===== src/rtl/rvc_pkg.sv =====
package rvc_pkg;
    localparam int NREQ = 8;
    localparam int IDXW = $clog2(NREQ);
    localparam int BUSW = 8;
    localparam logic [BUSW-1:0] OP_BASE = 8'hC7;
    localparam logic [BUSW-1:0] OP_IDLE = 8'h00;

    typedef struct packed {
        logic [NREQ-1:0] mask;
        logic            int_r;
        logic            active;
        logic            selv;
        logic [IDXW-1:0] sel;
        logic            svld;
        logic [IDXW-1:0] sidx;
    } ctl_t;

    function automatic logic [BUSW-1:0] rst_opcode(input logic [IDXW-1:0] idx);
        logic [BUSW-1:0] sh;
        sh = BUSW'(idx) << 3;
        return OP_BASE | sh;
    endfunction
endpackage


===== src/rtl/rvc_edge_latch.sv =====
module rvc_edge_latch
    import rvc_pkg::*;
(
    input  logic            clk,
    input  logic            rst_n,
    input  logic [NREQ-1:0] req_i,
    input  logic [NREQ-1:0] clr_i,
    output logic [NREQ-1:0] pending_o
);
    typedef struct packed {
        logic [NREQ-1:0] prev;
        logic [NREQ-1:0] pend;
    } el_t;

    el_t el_d, el_q;

    always_comb begin
        el_d      = el_q;
        el_d.prev = req_i;
        el_d.pend = (el_q.pend & ~clr_i) | (req_i & ~el_q.prev);
    end

    always_ff @(posedge clk) begin
        if (!rst_n) el_q <= '0;
        else        el_q <= el_d;
    end

    assign pending_o = el_q.pend;

    for (genvar k = 0; k < NREQ; k++) begin : g_chk

        edge_captured_chk: assert property (@(posedge clk) disable iff (!rst_n)
            (req_i[k] && !el_q.prev[k]) |=> pending_o[k]);
    end
endmodule


===== src/rtl/rvc_prio_pick.sv =====
module rvc_prio_pick
    import rvc_pkg::*;
(
    input  logic [NREQ-1:0] vis_i,
    output logic [IDXW-1:0] idx_o,
    output logic            any_o
);
    always_comb begin
        idx_o = '0;
        for (int i = NREQ - 1; i >= 0; i--) begin
            if (vis_i[i]) idx_o = IDXW'(i);
        end
        any_o = |vis_i;
    end
endmodule


===== src/rtl/rst_vector_intc.sv =====
module rst_vector_intc
    import rvc_pkg::*;
(
    input  logic            clk,
    input  logic            rst_n,
    input  logic [NREQ-1:0] req_i,
    input  logic            cpu_ie_i,
    input  logic            ack_i,
    input  logic            mask_we_i,
    input  logic [NREQ-1:0] mask_wdata_i,
    output logic            int_o,
    output logic [BUSW-1:0] vec_o,
    output logic            vec_oe_o,
    output logic [IDXW-1:0] served_idx_o,
    output logic            served_vld_o
);
    ctl_t            ctl_d, ctl_q;
    logic [NREQ-1:0] pending;
    logic [NREQ-1:0] visible;
    logic [NREQ-1:0] clr;
    logic [IDXW-1:0] pick_idx;
    logic            pick_any;

    rvc_edge_latch u_latch (
        .clk       (clk),
        .rst_n     (rst_n),
        .req_i     (req_i),
        .clr_i     (clr),
        .pending_o (pending)
    );

    assign visible = pending & ~ctl_q.mask;

    rvc_prio_pick u_pick (
        .vis_i (visible),
        .idx_o (pick_idx),
        .any_o (pick_any)
    );

    always_comb begin
        ctl_d       = ctl_q;
        clr         = '0;
        ctl_d.svld  = 1'b0;
        ctl_d.int_r = cpu_ie_i & pick_any;
        if (mask_we_i) ctl_d.mask = mask_wdata_i;
        if (ack_i && !ctl_q.active) begin
            ctl_d.active = 1'b1;
            ctl_d.selv   = pick_any;
            ctl_d.sel    = pick_idx;
        end else if (!ack_i && ctl_q.active) begin
            ctl_d.active = 1'b0;
            if (ctl_q.selv) begin
                clr[ctl_q.sel] = 1'b1;
                ctl_d.svld     = 1'b1;
                ctl_d.sidx     = ctl_q.sel;
            end
        end
    end

    always_ff @(posedge clk) begin
        if (!rst_n) ctl_q <= '0;
        else        ctl_q <= ctl_d;
    end

    assign int_o        = ctl_q.int_r;
    assign vec_oe_o     = ctl_q.active & ack_i;
    assign vec_o        = vec_oe_o ? (ctl_q.selv ? rst_opcode(ctl_q.sel) : OP_IDLE) : '0;
    assign served_idx_o = ctl_q.sidx;
    assign served_vld_o = ctl_q.svld;


    oe_only_in_ack_chk: assert property (@(posedge clk) disable iff (!rst_n)
        vec_oe_o |-> ack_i);


    int_follows_ie_chk: assert property (@(posedge clk) disable iff (!rst_n)
        !cpu_ie_i |=> !int_o);


    sel_frozen_chk: assert property (@(posedge clk) disable iff (!rst_n)
        (ctl_q.active && ack_i) |=> $stable(ctl_q.sel));


    served_pulse_chk: assert property (@(posedge clk) disable iff (!rst_n)
        served_vld_o |=> !served_vld_o);


    opcode_shape_chk: assert property (@(posedge clk) disable iff (!rst_n)
        vec_oe_o |-> (vec_o[2:0] == 3'b111 && vec_o[7:6] == 2'b11) || vec_o == OP_IDLE);
endmodule


===== config.mk =====
export PLATFORM = sky130hd
export DESIGN_NAME = rst_vector_intc
export DESIGN_NICKNAME = d
export VERILOG_FILES = /design/src/rtl/rvc_pkg.sv /design/src/rtl/rvc_edge_latch.sv /design/src/rtl/rvc_prio_pick.sv /design/src/rtl/rst_vector_intc.sv
export SDC_FILE = /design/constraint.sdc
export NUM_CORES = 1
export LEC_CHECK = 0
export CAP_MARGIN = 20
export CORE_ASPECT_RATIO = 0.8
export CORE_MARGIN = 3
export CORE_UTILIZATION = 51
export DETAILED_ROUTE_END_ITERATION = 8
export GPL_TIMING_DRIVEN = 0
export PLACE_DENSITY = 0.8
export SLEW_MARGIN = 20
export SYNTH_ARGS = -nofsm -noshare
export SYNTH_HDL_FRONTEND = slang
export SYNTH_SLANG_ARGS = --single-unit

===== constraint.sdc =====
create_clock -name clk -period 4.5 [get_ports clk]
set_input_delay 0.9 -clock clk [delete_from_list [all_inputs] [get_ports clk]]
set_output_delay 0.9 -clock clk [all_outputs]
set_load 0.02 [all_outputs]

---- Yosys cells after proc, flatten, opt, wreduce, memory -nomap -nowiden ----
Cells that the tools add are included.
word-level totals
  logic and storage cells ................. 50
  bits in registers ....................... 34
  output and inout bits ................... 14
operators by class
  multiplexer cells ....................... 18
  reduce and logical (&&, ||, !) cells .... 9
  magnitude comparators ................... 2
  bitwise gates (word level) .............. 12
operators with widths
  kind                                                                number
  2-to-1 mux 8 bit                                                    5
  bitwise AND 8 bit                                                   3
  2-to-1 mux 3 bit                                                    8
  inverter 8 bit                                                      3
  bitwise OR 8 bit                                                    1
  OR reduction 8 bit                                                  1
  less-than comparator 3 x 4 -> 1 bit (second input constant)         1
  2-to-1 mux 4 bit                                                    1
  demux 1 bit (select 3 bit)                                          1
  greater-or-equal comparator 3 x 1 -> 1 bit (second input constant)  1
  logical AND 1 bit                                                   3
  2-to-1 mux 1 bit                                                    3
  inverter 1 bit                                                      3
  AND reduction 3 bit                                                 1
  OR reduction 3 bit                                                  1
  bitwise AND 1 bit                                                   2
  logical NOT 1 bit                                                   2
  nonzero test 2 bit                                                  1

---- Depth between registers and ports, before layout ----
  depth after elaboration ................. 10
  depth in mapped cells ................... 6
  depth with buffers taken out ............ 6

---- Hierarchy ----
A second synthesis with hierarchy kept.
second synthesis, totals
  cells, all modules ...................... 171
  area total of the unflattened synthesis .. 1639.1 sq um
by module, submodules not included
  module           instances  cells an instance  area each (sq um)
  rst_vector_intc  1          101                948.4
  rvc_edge_latch   1          57                 609.3
  rvc_prio_pick    1          13                 81.3

---- Worst setup path after synthesis ----
OpenSTA, ideal clock, no wires.
  path type ............................... input to output
  start point ............................. in ack_i
  end point ............................... out vec_o[1]
  required time ........................... 3.600 ns
  data arrival time ....................... 1.644 ns
  stages on the path ...................... 3
  path slack .............................. 1.956 ns
  path through ............................ ha_1 and2_2 buf_4
between the ends
  longest elaborated chain between the ends .. 2
RTL lines
  item               RTL line               text
  from (decl)        rst_vector_intc.sv:8   input logic ack_i,
  bitwise AND 1 bit  rst_vector_intc.sv:66  assign vec_oe_o = ctl_q.active & ack_i;
  2-to-1 mux 8 bit   rst_vector_intc.sv:67  assign vec_o = vec_oe_o ? (ctl_q.selv ? rst_opcode(ctl_q.sel) : OP_IDLE) : '0;
  to (decl)          rst_vector_intc.sv:12  output logic [BUSW-1:0] vec_o,
Every way passes these cells.

---- Worst setup path after layout ----
  start point ............................. in ack_i
  end point ............................... out vec_o[2]
The elaborated chain is that of the path after synthesis.

==> qor.txt <==
Avg Synthesized Cell Area: 9.39 um2
routed via count: 1126
Final Setup Violations: 0
drt first-iter violations: 36
maximum buffer depth of the clock tree: 2
status: finished clean
largest net degree at the start of global routing: 11
final hold violations: 0
first-pass GRT wire length: 4590 um
area delta synth->final: 29.7%
share of cells above drive strength 1: 0.110
worst-margin pin slew: 0.405 ns
Netlist cell types: 28
Final Cycle Share: 0.771
Min Clock Period, post-route: 3.47 ns
Port Buf Inserts: 33
die area: 3450 um2
Crit. End Element: output port
DR pass1 iterations: 4
I/O pin count: 35
Finished Layout Cells: 227
Rel. slew slack: 0.730
fmax: 0.288 GHz
Post-CTS Setup Bufs: 0
Flop pwr share: 0.591
Final #Nets: 215
leakage: 0.803 nW
cts hold-fix bufs: 0
RSZ-0062 raised after global routing: false
Critical Path AT: 2.57 ns
clock sink total: 34
syn nets: 175
Slew Viols, Final: 0
PwrDens: 306 nW/um2
row count: 16
max cap viols: 0
Combinational Power Share: 0.142
clk root buf: clkbuf_4
P_sw: 140 uW
GPL Wtd Cong: 0.882
grt ovf: 0
FILL cells: 207
R2R Setup Slk: 2.89 ns
via density per instance: 4.96
area fraction of the dominant cell type after synthesis: 0.480
Worst-Skew Late Latency: 0.33 ns
VDD IR max: 0.213 mV
Worst Hold Path Cells: 2
Reg clk slew, reported paths: 0.09 ns
drt drc: 0
hold_ws: 0.465 ns
worst path required time: 3.60 ns
depth of the worst register-to-register path: 6
All-Layer GR Usage: 0.177
Fin Setup TNS: 0 ns
HPWL after DPL: 2110 um
vias in the first global route: 1077
initial core utilization: 0.558
Synth Cell Area: 1420 um2
Die W: 64.9 um
WL/cell: 12.0 um
Max FO, Critical Path: 5
CTS resizes: 0
flip-flop and latch count after synthesis: 34
critical path startpoint category: input pin
# diodes: 0
Synth area leaders: dfxtp_1 (48%), nand2b_1 (7.9%), mux2i_1 (7.8%), buf_4 (4.2%), nor2_1 (3.7%)
Routed WL: 2720 um
worst hold path class: reg -> reg
initial antenna violation count: 0
register area share after synthesis: 0.480
Placement Cell Area: 1790 um2
Placed Cells: 220
Clock Skew: 0.00373 ns
Num CTS Buffers: 5
Die Span Y: 53.2 um
Int Power: 423 uW
largest area contributor in the netlist: dfxtp_1
Post-Synthesis Cells: 151
core area: 2540 um2
Final ANT Viol Nets: 0
switching share of total power: 0.249
CTS tree: yes
Warnings, synthesis: 0
Setup CP Type: in -> out
CTS H-tree lvls: 2
clock power share: 0.267
cell area after layout: 1840 um2
==> placed cells by master, fill, tap and decap left out, types with 4 or more instances in the layout <==
cell type	instances
nand2_1	10
clkbuf_1	4
dfxtp_1	34
o21ai_0	9
inv_1	4
nor2_1	14
and2_1	8
nand2b_1	18
mux2i_1	11
clkdlybuf4s50_1	33
clkbuf_4	5
a21oi_1	10
buf_4	8
==> worst paths after layout <==
kind | from | endpoint
worst max-delay path | ack_i | vec_o[2]
worst min-delay path | served_idx_o[0] | served_idx_o[0]
worst max register to register | ctl_q[8] | u_latch.pending_o[0]
worst min register to register | served_idx_o[0] | served_idx_o[0]
==> synth_stat cells, drive strengths merged <==
| master | instances |
|---|---|
| nor2b | 1 |
| nand4b | 1 |
| nand3b | 1 |
| a21oi | 10 |
| nand2 | 10 |
| buf | 9 |
| nor2 | 14 |
| ha | 3 |
| o211ai | 1 |
| o21ai | 9 |
| o31ai | 2 |
| and2 | 9 |
| mux2i | 11 |
| clkbuf | 2 |
| or2 | 1 |
| or2b | 1 |
| and3 | 4 |
| nand3 | 1 |
| a31oi | 2 |
| inv | 4 |
| nand2b | 18 |
| a32oi | 1 |
| dfxtp | 34 |
| nand4 | 2 |
==> sequential cells by signal, indices dropped and copies added, names as in the netlist <==
register / flops
ctl_q: 13
u_latch.el_q: 8
int_o: 1
served_vld_o: 1
u_latch.pending_o: 8
served_idx_o: 3
==> worst max-delay path, stage by stage <==
cell and delay [ns]:
clkdlybuf4s50_1 0.52, ha_1 0.24, and2_2 0.21, buf_4 0.11, clkdlybuf4s50_1 0.59
==> logic make-up (layout without fill, tap and decap cells) <==
family | Yosys count | in the layout | share of synthesized area
mux | 11 | 11 | 0.0777
flops | 34 | 34 | 0.480
buf+inv | 15 | 55 | 0.0618
simple gates | 63 | 63 | 0.252
fa+ha+maj | 3 | 3 | 0.0265
compound gates | 25 | 25 | 0.102
==> power groups by stage <==
stage,clock [mW],sequential (mW),combinational (mW)
after floorplan,0,0.336,0.0491
after global placement,0,0.339,0.0772
final,0.150,0.333,0.0803
after global routing,0.169,0.336,0.0892
after CTS,0.157,0.333,0.0806
after detailed placement,0,0.340,0.0801
==> layer usage <==
layer	wire [um]	vias up	GRT usage
met2	1310	34	0.314
met5	0	-	0
met4	31	0	0.0632
li1	-	579	-
met1	1180	508	0.189
met3	195	5	0.0743
==> through the flow <==
stage,setup slack (ns),power (mW),utilization
finish,1.03,0.563,0.723
global route,0.955,0.593,0.723
CTS,1.02,0.571,0.723
detailed placement,1.03,0.420,0.705
global placement,1.09,0.416,0.705
floorplan,1.96,0.385,-
==> area by class of cell <==
| type | instances | area (um2) | area share |
|---|---|---|---|
| flip-flops and latches | 34 | 681 | 0.370 |
| inverters | 4 | 15.0 | 0.00817 |
| plain buffers | 11 | 72.6 | 0.0395 |
| clock buffers | 7 | 45.0 | 0.0245 |
| repair buffers | 33 | 330 | 0.180 |
| multi-input cells | 102 | 649 | 0.353 |
| well taps | 36 | 45.0 | 0.0245 |
Note: power is estimated with default switching activity, not from simulation.
